<file path="config.mk">
export PLATFORM = sky130hd
export DESIGN_NAME = uart_bufstat
export DESIGN_NICKNAME = d
export VERILOG_FILES = /design/src/rtl/ubs_pkg.sv /design/src/rtl/ubs_fifo.sv /design/src/rtl/ubs_txtrack.sv /design/src/rtl/uart_bufstat.sv
export SDC_FILE = /design/constraint.sdc
export NUM_CORES = 1
export LEC_CHECK = 0
export BUFFER_PORTS_ARGS = -buffer_cell sky130_fd_sc_hd__buf_2
export CAP_MARGIN = 20
export CORE_AREA = 2 2 160 162
export CTS_CLUSTER_SIZE = 10
export DETAILED_ROUTE_END_ITERATION = 10
export DIE_AREA = 0 0 162 164
export PLACE_DENSITY = 0.64
export SYNTH_ARGS = -nofsm -noshare
export SYNTH_HDL_FRONTEND = slang
export SYNTH_HIERARCHICAL = 1
export SYNTH_SLANG_ARGS = --single-unit
</file>
<file path="constraint.sdc">
create_clock -name clk -period 8.1 [get_ports clk]
set_input_delay 0.405 -clock clk [delete_from_list [all_inputs] [get_ports clk]]
set_output_delay 0.405 -clock clk [all_outputs]
set_load 0.01 [all_outputs]
</file>
<file path="src/rtl/ubs_pkg.sv">
package ubs_pkg;
  typedef enum logic {
    MODE_HOLD = 1'b0,
    MODE_QUEUE = 1'b1
  } buf_mode_e;
endpackage

</file>
<file path="src/rtl/ubs_fifo.sv">
module ubs_fifo #(
  parameter int DATA_W = 8,
  parameter int DEPTH  = 16,
  localparam int PTR_W = (DEPTH > 1) ? $clog2(DEPTH) : 1,
  localparam int CNT_W = $clog2(DEPTH + 1)
) (
  input  logic              clk,
  input  logic              rst,
  input  logic              flush,
  input  logic [CNT_W-1:0]  cap,
  input  logic              push_req,
  input  logic [DATA_W-1:0] wdata,
  input  logic              pop_req,
  output logic [DATA_W-1:0] rdata,
  output logic [CNT_W-1:0]  cnt_nxt,
  output logic              nonempty
);
  logic [DATA_W-1:0] mem [DEPTH];
  logic [PTR_W-1:0]  wr_ptr, rd_ptr;
  logic [CNT_W-1:0]  cnt_q;
  logic              push_ok, pop_ok;

  // capacity judged on occupancy before any same-cycle pop
  assign push_ok  = push_req && !flush && (cnt_q < cap);
  assign pop_ok   = pop_req && !flush && (cnt_q != '0);
  assign nonempty = (cnt_q != '0);
  assign rdata    = mem[rd_ptr];

  always_comb begin
    if (flush) cnt_nxt = '0;
    else       cnt_nxt = cnt_q + CNT_W'(push_ok) - CNT_W'(pop_ok);
  end

  function automatic logic [PTR_W-1:0] bump(input logic [PTR_W-1:0] p);
    if (p == PTR_W'(DEPTH - 1)) return '0;
    return p + PTR_W'(1);
  endfunction

  always_ff @(posedge clk) begin
    if (push_ok) mem[wr_ptr] <= wdata;
  end

  always_ff @(posedge clk) begin
    if (rst || flush) begin
      wr_ptr <= '0;
      rd_ptr <= '0;
      cnt_q  <= '0;
    end else begin
      if (push_ok) wr_ptr <= bump(wr_ptr);
      if (pop_ok)  rd_ptr <= bump(rd_ptr);
      cnt_q <= cnt_nxt;
    end
  end
endmodule

</file>
<file path="src/rtl/ubs_txtrack.sv">
module ubs_txtrack (
  input  logic clk,
  input  logic rst,
  input  logic launch,
  input  logic done,
  input  logic queued_nxt,
  output logic busy
);
  logic active_q, active_nxt;

  always_comb begin
    if (launch)    active_nxt = 1'b1;
    else if (done) active_nxt = 1'b0;
    else           active_nxt = active_q;
  end

  always_ff @(posedge clk) begin
    if (rst) begin
      active_q <= 1'b0;
      busy     <= 1'b0;
    end else begin
      active_q <= active_nxt;
      busy     <= queued_nxt || active_nxt;
    end
  end
endmodule

</file>
<file path="src/rtl/uart_bufstat.sv">
module uart_bufstat
  import ubs_pkg::*;
#(
  parameter int DATA_W   = 8,
  parameter int DEPTH    = 16,
  parameter bit MODEM_EN = 1'b1
) (
  input  logic              clk,
  input  logic              rst,
  input  logic              fifo_en,
  input  logic              uart_en,
  input  logic              cpu_wr_en,
  input  logic [DATA_W-1:0] cpu_wr_data,
  input  logic              cpu_rd_en,
  output logic [DATA_W-1:0] cpu_rd_data,
  input  logic              rx_valid,
  input  logic [DATA_W-1:0] rx_data,
  output logic              tx_valid,
  output logic [DATA_W-1:0] tx_data,
  input  logic              tx_ready,
  input  logic              tx_done,
  input  logic              carrier_in,
  output logic              tx_full,
  output logic              rx_full,
  output logic              rx_empty,
  output logic              busy,
  output logic              dcd
);
  localparam int CNT_W = $clog2(DEPTH + 1);

  buf_mode_e        mode_q, mode_now;
  logic             mode_chg;
  logic [CNT_W-1:0] cap;
  logic [CNT_W-1:0] tx_cnt_nxt, rx_cnt_nxt;
  logic             tx_nonempty, rx_nonempty;
  logic             tx_pop;

  assign mode_now = buf_mode_e'(fifo_en);
  assign mode_chg = (mode_now != mode_q);
  assign cap      = (mode_now == MODE_QUEUE) ? CNT_W'(DEPTH) : CNT_W'(1);

  always_ff @(posedge clk) begin
    if (rst) mode_q <= mode_now;
    else     mode_q <= mode_now;
  end

  assign tx_valid = uart_en && tx_nonempty && !mode_chg;
  assign tx_pop   = tx_valid && tx_ready;

  ubs_fifo #(.DATA_W(DATA_W), .DEPTH(DEPTH)) tx_buf_i (
    .clk(clk), .rst(rst), .flush(mode_chg), .cap(cap),
    .push_req(cpu_wr_en), .wdata(cpu_wr_data),
    .pop_req(tx_pop), .rdata(tx_data),
    .cnt_nxt(tx_cnt_nxt), .nonempty(tx_nonempty)
  );

  ubs_fifo #(.DATA_W(DATA_W), .DEPTH(DEPTH)) rx_buf_i (
    .clk(clk), .rst(rst), .flush(mode_chg), .cap(cap),
    .push_req(rx_valid), .wdata(rx_data),
    .pop_req(cpu_rd_en && rx_nonempty), .rdata(cpu_rd_data),
    .cnt_nxt(rx_cnt_nxt), .nonempty(rx_nonempty)
  );

  ubs_txtrack busy_i (
    .clk(clk), .rst(rst), .launch(tx_pop), .done(tx_done),
    .queued_nxt(tx_cnt_nxt != '0), .busy(busy)
  );

  always_ff @(posedge clk) begin
    if (rst) begin
      tx_full  <= 1'b0;
      rx_full  <= 1'b0;
      rx_empty <= 1'b1;
    end else begin
      tx_full  <= (tx_cnt_nxt >= cap);
      rx_full  <= (rx_cnt_nxt >= cap);
      rx_empty <= (rx_cnt_nxt == '0);
    end
  end

  generate
    if (MODEM_EN) begin : g_modem
      always_ff @(posedge clk) begin
        if (rst) dcd <= 1'b0;
        else     dcd <= carrier_in;
      end
    end else begin : g_nomodem
      assign dcd = 1'b0;
    end
  endgenerate
endmodule

</file>
After elaboration in Yosys (flattened, before gate mapping):

Memory sizes are Yosys's and may differ from the RTL's. A register that Yosys moved wholly into a read port is not among the register bits.
Index checks and enable logic that the tools add are counted.
Widths: inputs -> output; s select.

* flip-flop bits (word level): 33
* bits in writable memories: 256
* input bits: 26
* output and inout port bits: 22
* word-level logic and storage cells: 84
* memories kept: 2

Memories
* rx_buf_i.mem: words 16, bits a word 8, read ports 1, clocked after Yosys merged registers in 1, write ports 1, RTL line ubs_fifo.sv:18 `logic [DATA_W-1:0] mem [DEPTH];`
* tx_buf_i.mem: words 16, bits a word 8, read ports 1, clocked after Yosys merged registers in 1, write ports 1, RTL line ubs_fifo.sv:18

* $add $sub $neg: 8
* magnitude comparators: 4
* equality and inequality tests: 5
* muxes and demuxes: 33
* reduce and logical (&&, ||, !) cells: 19

Operators by type and width (number)
* $mux 4: 12
* $mux 1: 18
* $add 4x1->4 const B: 4
* $eq 4x4->1 const B: 4
* $mux 5: 3
* $reduce_bool 5->1: 3
* $logic_and 1x1->1: 12
* $add 5x1->5: 2
* $ge 5x5->1: 2
* $lt 5x5->1: 2
* $sub 5x1->5: 2
* $logic_not 5->1: 1
* $logic_or 1x1->1: 2
* $logic_not 1->1: 1
* $ne 1x1->1: 1

Depth between registers and ports, before layout:

Gate-level depths: netlist of the first run.

* word-level depth: 11
* depth in mapped cells: 22
* depth with buffers taken out: 21

Cells and area by module:

Netlist of the first run, hierarchy kept.

By module, submodules not included
* ubs_fifo (rx_buf_i): times used 1, cells each 333, area each 5990.7 um^2, sequential area each 4184.0 um^2
* ubs_fifo (tx_buf_i): times used 1, cells each 305, area each 5911.9 um^2, sequential area each 4184.0 um^2
* uart_bufstat: times used 1, cells each 32, area each 276.5 um^2, sequential area each 100.1 um^2
* ubs_txtrack: times used 1, cells each 7, area each 78.8 um^2, sequential area each 40.0 um^2

Worst setup path before layout of the first run:

OpenSTA, ideal clock, no wires.

* path type: register -> register
* from: register tx_buf_i.cnt_q[3]
* to: register tx_full
* arrival: 3.409 ns
* data required time: 8.009 ns
* setup slack: 4.600 ns
* stages on the path, launching flop included: 22
* clock period less this slack: 3.500 ns
* path through: dfxtp_1 inv_1 ha_1 or4b_2 clkbuf_1 nand2_1 nor3_2 nand2_1 nor2_1 ha_1 inv_1 ha_1 inv_1 fa_1 inv_1 a21oi_1 o21bai_1 xnor2_1 nor2_1 ha_1 nor2_1 a311oi_1

* cells in the longest elaborated chain, start to end: 9
* elaborated cells on any way between the ends: 12
* those cells by class: 2 x add/sub; 2 x order compare; 1 x mux; 7 x reduce/logical

Ends and longest elaborated chain
* start, declared: RTL line ubs_fifo.sv:20 `logic [CNT_W-1:0] cnt_q;`
* start signal, assigned: RTL line ubs_fifo.sv:51 `cnt_q <= cnt_nxt;`
* $reduce_bool 5->1: RTL line ubs_fifo.sv:26 `assign nonempty = (cnt_q != '0);`
* via tx_nonempty: RTL line uart_bufstat.sv:35 `logic tx_nonempty, rx_nonempty;`
* $logic_and 1x1->1 (2 in series): RTL line uart_bufstat.sv:47 `assign tx_valid = uart_en && tx_nonempty && !mode_chg;`
* $logic_and 1x1->1: RTL line uart_bufstat.sv:48 `assign tx_pop = tx_valid && tx_ready;`
* via tx_pop: RTL line uart_bufstat.sv:36 `logic tx_pop;`
* $logic_and 1x1->1 (2 in series): RTL line ubs_fifo.sv:25 `assign pop_ok = pop_req && !flush && (cnt_q != '0);`
* $sub 5x1->5: RTL line ubs_fifo.sv:31 `else cnt_nxt = cnt_q + CNT_W'(push_ok) - CNT_W'(pop_ok);`
* $mux 5: RTL line ubs_fifo.sv:30 `if (flush) cnt_nxt = '0;`
* via tx_cnt_nxt[4]: RTL line uart_bufstat.sv:34 `logic [CNT_W-1:0] tx_cnt_nxt, rx_cnt_nxt;`
* $ge 5x5->1: RTL line uart_bufstat.sv:75 `tx_full <= (tx_cnt_nxt >= cap);`
* end signal, assigned: RTL line uart_bufstat.sv:75
* end, declared: RTL line uart_bufstat.sv:23 `output logic tx_full,`

The timed path passes the listed nets, and every way through them passes these cells.
A chain may end at the register's enable or synchronous reset.

Worst setup path in the final report of the first run:

* from: register rx_buf_i.cnt_q[2]
* to: register rx_full

* cells in the longest elaborated chain, start to end: 7
* elaborated cells on any way between the ends: 10
* those cells by class: 2 x add/sub; 2 x order compare; 1 x mux; 5 x reduce/logical

Ends and longest elaborated chain
* start, declared: RTL line ubs_fifo.sv:20
* start signal, assigned: RTL line ubs_fifo.sv:51
* parallel branches: the longest is 4 deep, another holds $lt 5x5->1
* $sub 5x1->5 *: RTL line ubs_fifo.sv:31
* $mux 5 *: RTL line ubs_fifo.sv:30
* via rx_cnt_nxt[4]: RTL line uart_bufstat.sv:34
* $ge 5x5->1 *: RTL line uart_bufstat.sv:76 `rx_full <= (rx_cnt_nxt >= cap);`
* end signal, assigned: RTL line uart_bufstat.sv:76
* end, declared: RTL line uart_bufstat.sv:24 `output logic rx_full,`

Mark *: on every way through the listed nets, which the timed path passes.

==> results of run 1 <==
## through the flow
step	util, %	cells	hold WS (ps)	power, uW	setup slack, ps
after CTS	55.7	1092	73.5	3210	4170
after global placement	51.6	1039	473	1810	4090
after floorplan	-	682	433	1770	4600
after detailed placement	51.6	1039	485	1820	3940
after global routing	55.7	1093	85.4	3290	3780
final	55.7	1093	87.2	3180	4110
## worst min-delay path by stage
stage                          startpoint           to  slack (ps)
after floorplan                   fifo_en       mode_q         430
after detailed placement  busy_i/active_q  busy_i/busy         480
after global routing              fifo_en       mode_q          90
after global placement    busy_i/active_q  busy_i/busy         470
final                             fifo_en       mode_q          90
after CTS                         fifo_en       mode_q          70
## logic make-up (layout without fill, tap and decap cells)
kind of cell / after synthesis / count (layout) / share of synthesized area (%)
AO/OA/AOI/OAI: 59 / 59 / 3.52
buffers and inverters: 64 / 145 / 2.64
other: 1 / 6 / 0.0306
flip-flops: 297 / 297 / 69.4
XOR/XNOR: 11 / 11 / 0.847
adder cells (fa/ha/maj): 36 / 36 / 3.80
multiplexers: 76 / 76 / 14.0
AND/OR/NAND/NOR: 133 / 133 / 5.77
## flip-flops by register name, summed over array words and instances (netlist names), named ones only
name and flops:
busy_i/active_q 1, busy_i/busy 1, dcd 1, mode_q 1
rx_buf_i/cnt_q 5, rx_buf_i/mem 128, rx_buf_i/rd_ptr 4, rx_buf_i/wr_ptr 4
rx_empty 1, rx_full 1, tx_buf_i/cnt_q 5, tx_buf_i/mem 128
tx_buf_i/rd_ptr 4, tx_buf_i/wr_ptr 4, tx_full 1
## cell type report
class	instances	area [sq um]
Fill cell	1934	11000
Sequential cell	297	8510
Multi-Input combinational cell	321	3450
Clock buffer	48	956
Tap cell	330	413
Timing Repair Buffer	54	300
Inverter	38	143
Clock inverter	5	60.1
## cell usage in the layout, fill, tap and decap left out, types with 16 or more instances in the layout
cell,instances
edfxtp_1,256
mux4_2,58
buf_2,47
inv_1,38
dfxtp_1,38
clkbuf_16,36
ha_1,34
nor2_1,30
nand2_1,23
and3_1,21
a22oi_1,16
## power breakdown
group | leakage [uW] | internal (uW) | switching, uW
clock network | 0.000493 | 824 | 573
logic | 0.00152 | 38.3 | 70.3
registers | 0.00264 | 1670 | 5.00
total | 0.00465 | 2540 | 649
## per-layer routing
| metal | share of wire (%) | track usage, % | routed length, um |
|---|---|---|---|
| met5 | 0 | 0 | 0 |
| met4 | 2.0 | 6.03 | 486 |
| met3 | 5.8 | 3.18 | 1390 |
| met2 | 50 | 30.5 | 11900 |
| met1 | 43 | 25.9 | 10200 |
==> tab_implementation.tex, run 1 <==
\begin{tabular}{lr}
\hline
Metric & Value \\
\hline
\multicolumn{2}{l}{\textbf{Timing}} \\
Timing-limited maximum frequency & 251 MHz \\
Max Slew Vio Count & 0 \\
RSZ-0062 raised after global routing & no \\
Worst slew pin tran & 936 ps \\
Relative max-transition margin & 37.3\% \\
Shortest period the worst path allows & 3990 ps \\
Number of hold violations in the final report & 0 \\
Final count of negative-setup-slack endpoints & 0 \\
Largest clock skew in the final design & 12.3 ps \\
Final TNS setup & 0 ps \\
Period Utilization, post-route & 49.2\% \\
\multicolumn{2}{l}{\textbf{Clock network}} \\
Number of sinks driven by the clock tree & 297 \\
Clock tree from TritonCTS & done \\
\# resized after CTS & 0 \\
Number of H-tree levels & 2 \\
Post-CTS Hold Fix Bufs & 0 \\
TritonCTS Buffers & 36 \\
Library cell used as clock root buffer & clkbuf\_16 \\
CTS clock-pin slew for the worst setup and hold paths & 60 ps \\
Buffer count from post-CTS setup fixing & 0 \\
Clock latency reported for the late side of the worst-skew pair & 510 ps \\
CTS Buffer Depth & 3 \\
\multicolumn{2}{l}{\textbf{Logic synthesis}} \\
Total number of yosys warnings & 6 \\
Most instantiated library cell after synthesis & edfxtp\_1 \\
Average instance area after synthesis & 18.1 sq um \\
List of most frequent post-synthesis cells & 256 x edfxtp\_1, 58 x mux4\_2, 41 x dfxtp\_1, 38 x inv\_1, 34 x ha\_1 \\
Most instantiated flip-flop cell in the synthesis netlist & edfxtp\_1 \\
Synth area leaders & edfxtp\_1 63\%, mux4\_2 11\%, dfxtp\_1 6.7\% \\
Unique cell type count in the Yosys netlist & 55 \\
Seq/Total Area, Yosys & 69.4\% \\
Synth top area share & 62.7\% \\
Post-synthesis cell count & 677 \\
Yosys reg bits & 297 \\
Synth async-reset ratio & 0\% \\
Largest area contributor in the synthesized netlist & edfxtp\_1 \\
Synthesized cell area & 12,300 sq um \\
EDFF count, synth & 256 \\
\multicolumn{2}{l}{\textbf{Power and ir drop}} \\
Pwr dens & 230 nW/um\^{}2 \\
Static leakage power & 0.00465 uW \\
Peak supply drop & 0.126 mV \\
\multicolumn{2}{l}{\textbf{Placed design}} \\
Cell area after placement & 12,800 sq um \\
DP HPWL & 15,000 um \\
Routability congestion estimate from global placement & 0.786 \\
Port-buffer cells & 47 \\
\multicolumn{2}{l}{\textbf{Worst setup path}} \\
Reg-to-reg setup timing slack & 4110 ps \\
Critical Path Fanout Max & 14 \\
Cell type with the highest occurrence count on the critical path & ha\_1 \\
Worst path arrival time & 4410 ps \\
Worst Reg-to-Reg Cells & 17 \\
Type of origin of the critical path & flop \\
Crit-path leading delay family & adder cells \\
Slowest CP cell & a21oi\_1 \\
CP Data Required Time & 8520 ps \\
Worst setup path endpoint & rx\_full \\
Cell-by-cell trace of the critical path & ha\_1 -> a21oi\_1 -> o21ai\_1 -> a21oi\_1 -> inv\_1 -> ha\_1 -> inv\_1 -> ha\_1 -> inv\_1 -> fa\_1 -> nor2b\_1 -> o21bai\_1 -> and3\_1 -> nor3\_1 -> ha\_1 -> nor2\_1 -> a311oi\_1 \\
Worst setup path startpoint & rx\_buf\_i/cnt\_q[2] \\
Reg-to-Reg End & rx\_full \\
Largest stage delay on the critical path & 650 ps \\
Launching point of the worst reg2reg path & rx\_buf\_i/cnt\_q[2] \\
Crit. path cell count & 17 \\
WS Path Type & flop to flop \\
Worst setup EP type & flop \\
CP Buf/Inv Count & 3 \\
\multicolumn{2}{l}{\textbf{Cells and area}} \\
Nets & 810 \\
Fraction of final layout cells sized beyond drive strength 1 & 22.3\% \\
Number of diodes added for antenna fixing & 0 \\
Signed area change from the synthesized netlist to the final layout & 12.9\% \\
Final Cell Area & 13,800 sq um \\
\multicolumn{2}{l}{\textbf{Route}} \\
Total detailed-routing wirelength & 24,000 um \\
Vias after detailed routing & 6,315 \\
DR vias/cell & 5.78 \\
\# DRC & 0 \\
Number of DRC markers in iteration 0 & 500 \\
Average detailed-routed wire length per instance & 22.0 um \\
Number of detailed-routing iterations run before antenna repair & 5 \\
Remaining antenna violation count after routing & 0 \\
\multicolumn{2}{l}{\textbf{Global route}} \\
Vias in the first global route & 6,454 \\
Largest net degree at the start of global routing & 33 \\
First-pass GRT wire length & 37,100 um \\
Number of antenna violations at the first check in global routing & 0 \\
Total global routing overflow & 0 \\
Global-route usage over all layers & 18.7\% \\
\multicolumn{2}{l}{\textbf{Floorplan}} \\
Floorplan die area & 26,600 sq um \\
Floorplan row count & 58 \\
Die X-Extent & 162 um \\
Core ar. & 24,800 sq um \\
Top-level port count & 48 \\
Floorplan die height & 164 um \\
Initial Util & 49.4\% \\
\multicolumn{2}{l}{\textbf{Hold path}} \\
Count of cells along the worst hold path & 1 \\
Worst min path class & input pin to flop \\
\multicolumn{2}{l}{\textbf{Run}} \\
Max\_cap viols & 0 \\
\multicolumn{2}{l}{\textbf{Status}} \\
Status & complete, no violations \\
\hline
\end{tabular}
Power figures use the tool's default switching activity.
==> run 2, diff against run 1 <==
PLACE_DENSITY = 0.67   (was 0.64)
clock period = 3.3 ns   (was 8.1 ns; I/O delays follow)
==> tab_implementation.tex, run 2 (synthesis gave the netlist of run 1 again) <==
\begin{tabular}{lr}
\hline
Metric & Value \\
\hline
\multicolumn{2}{l}{\textbf{Floorplan}} \\
Floorplan die area & 26,600 sq um \\
Floorplan die height & 164 um \\
Die X-Extent & 162 um \\
Core ar. & 24,800 sq um \\
Floorplan row count & 58 \\
Top-level port count & 48 \\
Initial Util & 49.4\% \\
\multicolumn{2}{l}{\textbf{Placed design}} \\
Routability congestion estimate from global placement & 0.800 \\
Placed cell count & 1,068 \\
Cell area after placement & 13,000 sq um \\
Port-buffer cells & 47 \\
DP HPWL & 15,100 um \\
Worst setup slack after placement & -127 ps \\
\multicolumn{2}{l}{\textbf{Run}} \\
Max\_cap viols & 0 \\
\multicolumn{2}{l}{\textbf{Cells and area}} \\
Final Cell Area & 14,300 sq um \\
Core utilization of the finished layout & 57.8\% \\
Area of the multi-input gates & 3630 sq um \\
Commonest cells after routing, fill and taps aside & 256 x edfxtp\_1, 58 x mux4\_2, 47 x buf\_2, 47 x buf\_4, 36 x clkbuf\_16 \\
Sequential cell area & 8520 sq um \\
Final standard cell count with taps included and fillers excluded & 1,134 \\
Nets & 855 \\
Signed area change from the synthesized netlist to the final layout & 17.0\% \\
Fraction of final layout cells sized beyond drive strength 1 & 31.5\% \\
Filler Cell Count & 1,841 \\
Number of diodes added for antenna fixing & 0 \\
Largest registers in the final layout & rx\_buf\_i/mem x128, tx\_buf\_i/mem x128 \\
Most frequent standard cell in the layout excluding fill and tap cells & edfxtp\_1 \\
\multicolumn{2}{l}{\textbf{Clock network}} \\
Clock tree from TritonCTS & done \\
Clock latency reported for the late side of the worst-skew pair & 500 ps \\
TritonCTS Buffers & 36 \\
Number of sinks driven by the clock tree & 297 \\
CTS clock-pin slew for the worst setup and hold paths & 50 ps \\
Library cell used as clock root buffer & clkbuf\_16 \\
CTS Buffer Depth & 3 \\
Number of H-tree levels & 2 \\
\multicolumn{2}{l}{\textbf{Hold path}} \\
Worst min path class & input pin to flop \\
HP Start & rst \\
\multicolumn{2}{l}{\textbf{Worst setup path}} \\
Slowest CP cell & or4b\_4 \\
Worst path arrival time & 3740 ps \\
Critical Path Fanout Max & 3 \\
Crit-path leading delay family & adder cells \\
Worst setup EP type & flop \\
Type of origin of the critical path & flop \\
Worst setup path startpoint & tx\_buf\_i/cnt\_q[2] \\
Launching point of the worst reg2reg path & tx\_buf\_i/cnt\_q[2] \\
WS Path Type & flop to flop \\
Largest stage delay on the critical path & 490 ps \\
CP Buf/Inv Count & 4 \\
Reg-to-reg setup timing slack & -30 ps \\
Cell-by-cell trace of the critical path & inv\_4 -> ha\_4 -> or4b\_4 -> nand2\_4 -> nor3\_4 -> nand2\_2 -> nor2\_2 -> ha\_1 -> inv\_1 -> ha\_2 -> inv\_2 -> fa\_2 -> inv\_2 -> a21oi\_2 -> o21bai\_1 -> xnor2\_1 -> nor2\_1 -> ha\_1 -> nor2\_1 -> a311oi\_1 \\
CP Data Required Time & 3710 ps \\
\multicolumn{2}{l}{\textbf{Power and ir drop}} \\
Pwr dens & 546 nW/um\^{}2 \\
Peak supply drop & 0.348 mV \\
Static leakage power & 0.00490 uW \\
Overall power consumption & 7840 uW \\
\multicolumn{2}{l}{\textbf{Route}} \\
Total detailed-routing wirelength & 23,900 um \\
Number of detailed-routing iterations run before antenna repair & 5 \\
Remaining antenna violation count after routing & 0 \\
\# DRC & 0 \\
Number of DRC markers in iteration 0 & 435 \\
Vias after detailed routing & 6,369 \\
DR vias/cell & 5.62 \\
Average detailed-routed wire length per instance & 21.1 um \\
\multicolumn{2}{l}{\textbf{Timing}} \\
Final count of negative-setup-slack endpoints & 1 \\
Largest clock skew in the final design & 12.4 ps \\
Max Slew Vio Count & 0 \\
RSZ-0062 raised after global routing & yes \\
Shortest period the worst path allows & 3330 ps \\
Worst slew pin tran & 809 ps \\
Post-route worst setup slack & -34.3 ps \\
Timing-limited maximum frequency & 300 MHz \\
Period Utilization, post-route & 101\% \\
Relative max-transition margin & 46.0\% \\
Number of hold violations in the final report & 0 \\
\multicolumn{2}{l}{\textbf{Global route}} \\
Number of antenna violations at the first check in global routing & 0 \\
Total global routing overflow & 0 \\
First-pass GRT wire length & 37,100 um \\
Vias in the first global route & 6,642 \\
Global-route usage over all layers & 18.4\% \\
Largest net degree at the start of global routing & 33 \\
\multicolumn{2}{l}{\textbf{Status}} \\
Status & complete, but fails checks \\
Violated checks & setup timing \\
\hline
\end{tabular}
[run 2: stage by stage]
step | TNS [ps] | hold slack [ps]
3_5_place_dp | -240 | 366
4_1_cts | 0 | 8.56
3_3_place_gp | 0 | 361
2_1_floorplan | 0 | 193
5_1_grt | -539 | 28.0
6_report | -34.3 | 26.8
[run 2: worst reg2reg max path, delay by kind of cell, from the launching register on]
kind,cells,cell delay [ps]
compound gates,3,460
xor+xnor,1,110
fa+ha+maj,5,1130
buf+inv,4,230
flops,1,360
simple gates,7,950
[run 2: final timing paths]
check                end  cells after the start
max reg2reg      tx_full                     20
min reg2reg  busy_i/busy                      2
min          busy_i/busy                      2
max              tx_full                     20
[run 2: layout make-up]
cell class | count | area share, %
sequential | 297 | 59.4
clock buffer | 43 | 6.46
inverter | 38 | 1.01
timing repair buffer | 99 | 4.47
multi-input combinational | 321 | 25.3
tap | 330 | 2.88
clock inverter | 6 | 0.480
[run 2: power breakdown]
group	switching, uW	internal [uW]	total [uW]	leakage [uW]
registers	12.5	4110	4120	0.00264
clock network	1340	2050	3390	0.000487
logic	186	145	331	0.00177
total	1540	6300	7840	0.00490
[run 2: routing by layer]
metal	vias up	track usage, %	routed length, um	part of all wire (%)
met3	35	3.48	1520	6.4
met4	0	5.63	527	2.2
li1	2887	-	-	-
met2	199	29.4	11600	49
met1	3248	26.1	10200	43
met5	-	0	0	0
[run 2: timing repair]
action,CTS,global route
resized for setup,12,35
gates cloned,0,0
buffers inserted,4,10
pin swaps,11,16
setup endpoints to repair,2,3
hold endpoints to repair,4,0
hold buffers,3,0
==> run 3, diff against run 2 <==
ABC_AREA = 1   (was default)
CORE_AREA = 2 2 167 169   (was 2 2 160 162)
CTS_CLUSTER_SIZE = 14   (was 10)
DIE_AREA = 0 0 169 171   (was 0 0 162 164)
==> tab_implementation.tex, run 3 <==
\begin{tabular}{lr}
\hline
Metric & Value \\
\hline
\multicolumn{2}{l}{\textbf{Logic synthesis}} \\
Total number of yosys warnings & 6 \\
Yosys reg bits & 297 \\
Synthesized cell area & 13,400 sq um \\
Most instantiated flip-flop cell in the synthesis netlist & edfxtp\_1 \\
Largest area contributor in the synthesized netlist & edfxtp\_1 \\
Post-synthesis cell count & 1,372 \\
Most instantiated library cell after synthesis & nand2\_1 \\
EDFF count, synth & 256 \\
Synth top area share & 57.3\% \\
Unique cell type count in the Yosys netlist & 29 \\
Synth area leaders & edfxtp\_1 57\%, nand2\_1 14\%, dfxtp\_1 6.1\% \\
Average instance area after synthesis & 9.78 sq um \\
List of most frequent post-synthesis cells & 502 x nand2\_1, 256 x edfxtp\_1, 163 x inv\_1, 151 x nand3\_1, 70 x nor2\_1 \\
Synth async-reset ratio & 0\% \\
Seq/Total Area, Yosys & 63.4\% \\
\multicolumn{2}{l}{\textbf{Global route}} \\
Total global routing overflow & 0 \\
Global-route usage over all layers & 20.4\% \\
Largest net degree at the start of global routing & 69 \\
Vias in the first global route & 8,875 \\
Number of antenna violations at the first check in global routing & 0 \\
First-pass GRT wire length & 46,200 um \\
\multicolumn{2}{l}{\textbf{Clock network}} \\
Number of sinks driven by the clock tree & 297 \\
TritonCTS Buffers & 30 \\
Clock tree from TritonCTS & done \\
Number of H-tree levels & 1 \\
CTS clock-pin slew for the worst setup and hold paths & 60 ps \\
Library cell used as clock root buffer & clkbuf\_16 \\
Clock latency reported for the late side of the worst-skew pair & 560 ps \\
CTS Buffer Depth & 3 \\
\multicolumn{2}{l}{\textbf{Cells and area}} \\
Number of diodes added for antenna fixing & 0 \\
Filler Cell Count & 2,384 \\
Largest registers in the final layout & rx\_buf\_i/mem x128, tx\_buf\_i/mem x128 \\
Nets & 1,531 \\
Final Cell Area & 15,400 sq um \\
Most frequent standard cell in the layout excluding fill and tap cells & nand2\_1 \\
Commonest cells after routing, fill and taps aside & 495 x nand2\_1, 256 x edfxtp\_1, 157 x inv\_1 \\
Signed area change from the synthesized netlist to the final layout & 14.5\% \\
Core utilization of the finished layout & 56.2\% \\
Fraction of final layout cells sized beyond drive strength 1 & 13.8\% \\
\multicolumn{2}{l}{\textbf{Placed design}} \\
Port-buffer cells & 47 \\
Cell area after placement & 14,100 sq um \\
DP HPWL & 17,800 um \\
Routability congestion estimate from global placement & 0.862 \\
\multicolumn{2}{l}{\textbf{Route}} \\
Vias after detailed routing & 9,304 \\
\# DRC & 0 \\
Total detailed-routing wirelength & 29,600 um \\
DR vias/cell & 5.06 \\
Remaining antenna violation count after routing & 0 \\
Number of DRC markers in iteration 0 & 808 \\
Number of detailed-routing iterations run before antenna repair & 5 \\
Average detailed-routed wire length per instance & 16.1 um \\
\multicolumn{2}{l}{\textbf{Floorplan}} \\
Floorplan die area & 28,900 sq um \\
Floorplan row count & 61 \\
Core ar. & 27,300 sq um \\
Floorplan die height & 171 um \\
Initial Util & 49.1\% \\
Die X-Extent & 169 um \\
Top-level port count & 48 \\
\multicolumn{2}{l}{\textbf{Worst setup path}} \\
Worst path arrival time & 3610 ps \\
Type of origin of the critical path & flop \\
Worst setup path startpoint & rx\_buf\_i/cnt\_q[3] \\
Critical Path Fanout Max & 3 \\
WS Path Type & flop to flop \\
Worst setup EP type & flop \\
Launching point of the worst reg2reg path & rx\_buf\_i/cnt\_q[3] \\
CP Data Required Time & 3720 ps \\
\multicolumn{2}{l}{\textbf{Status}} \\
Status & complete, no violations \\
\multicolumn{2}{l}{\textbf{Run}} \\
Max\_cap viols & 0 \\
\multicolumn{2}{l}{\textbf{Timing}} \\
Period Utilization, post-route & 96.7\% \\
Timing-limited maximum frequency & 313 MHz \\
Worst slew pin tran & 875 ps \\
Final TNS setup & 0 ps \\
Largest clock skew in the final design & 12.6 ps \\
Shortest period the worst path allows & 3190 ps \\
Number of hold violations in the final report & 0 \\
Final count of negative-setup-slack endpoints & 0 \\
Relative max-transition margin & 41.6\% \\
Max Slew Vio Count & 0 \\
\multicolumn{2}{l}{\textbf{Power and ir drop}} \\
Static leakage power & 0.00647 uW \\
Peak supply drop & 0.369 mV \\
Pwr dens & 506 nW/um\^{}2 \\
\multicolumn{2}{l}{\textbf{Hold path}} \\
HP Start & cpu\_wr\_data[1] \\
Worst min path class & input pin to flop \\
\hline
\end{tabular}
run 3: changes by cell type after synthesis, moves of 14 or more:
cell | previous run | this run
a22oi_1 | 16 | 0
and3_1 | 21 | 0
buf_2 | 7 | 26
inv_1 | 38 | 163
mux4_1 | 14 | 0
mux4_2 | 58 | 0
nand2_1 | 23 | 502
nand3_1 | 10 | 151
nor2_1 | 30 | 70
nor3_1 | 7 | 41
run 3: cell families (layout without fill, tap and decap cells):
kind of cell,count (synthesis),count (layout),share of synthesized area (%)
fa+ha+maj,36,36,3.47
other cells,1,6,0.0280
xor+xnor,5,5,0.383
buf+inv,224,338,7.24
flops,297,297,63.4
simple gates,776,776,23.9
compound gates,33,33,1.50
run 3: cell type report:
class | instances | area, sq um | area share, %
Multi-Input combinational cell | 856 | 4050 | 26.4
Sequential cell | 297 | 8520 | 55.5
Tap cell | 346 | 433 | 2.82
Clock inverter | 12 | 116 | 0.758
Clock buffer | 42 | 816 | 5.31
Inverter | 169 | 634 | 4.13
Timing Repair Buffer | 115 | 791 | 5.15
run 3: where the power goes:
group          switching (uW)  total, uW  leakage [uW]  internal [uW]
logic                     259        390       0.00337            131
clock network            1380       3250      0.000457           1870
registers                17.3       4130       0.00264           4120
total                    1650       7770       0.00647           6120
run 3: repair_timing:
action / CTS / global route
hold buffers: 7 / 0
setup buffers: 0 / 13
gates resized for setup: 4 / 37
endpoints found under the hold margin: 19 / 0
endpoints found under the setup margin: 2 / 3
pin swaps: 0 / 18
run 3: path summary, 6_finish.rpt:
kind              slack (ps)            endpoint  depth (start not counted)
setup / recovery         110             rx_full                         27
hold / removal            30  tx_buf_i/mem[9][1]                          1
setup reg to reg         110             rx_full                         27
hold reg to reg          510  rx_buf_i/rd_ptr[2]                          2
run 3: worst max-delay path: stages, from the launching register on:
cell and delay [ps]:
dfxtp_2 350, inv_1 60, ha_2 170, nand3_2 90
nand2_2 60, inv_2 50, inv_1 40, nor2_2 120
nand2_2 70, inv_2 60, ha_1 210, inv_1 60
ha_2 180, inv_2 40, fa_2 350, inv_2 80
nand3_2 80, nand2_1 90, nand2_1 80, nand2_2 100
nor2_2 50, ha_1 300, nand2_1 70, inv_1 40
nand3_1 60, nand2_1 50, nor2_1 110, nor2_1 50
run 3: routing by layer:
metal / share of wire (%) / track usage [%] / routed length (um)
met2: 49 / 35.1 / 14400
met5: 0 / 0 / 0
met1: 43 / 27.1 / 12800
met3: 5.5 / 2.64 / 1610
met4: 2.6 / 6.13 / 776
run 3: metrics by stage:
step | std cells | setup slack, ps | hold slack [ps] | power [uW]
2_1_floorplan | 1377 | 178 | 193 | 4410
3_3_place_gp | 1762 | 139 | 353 | 4560
3_5_place_dp | 1762 | -2.16 | 368 | 4580
4_1_cts | 1823 | 16.3 | 5.17 | 7820
5_1_grt | 1837 | -122 | 17.0 | 8030
6_report | 1837 | 110 | 28.4 | 7770
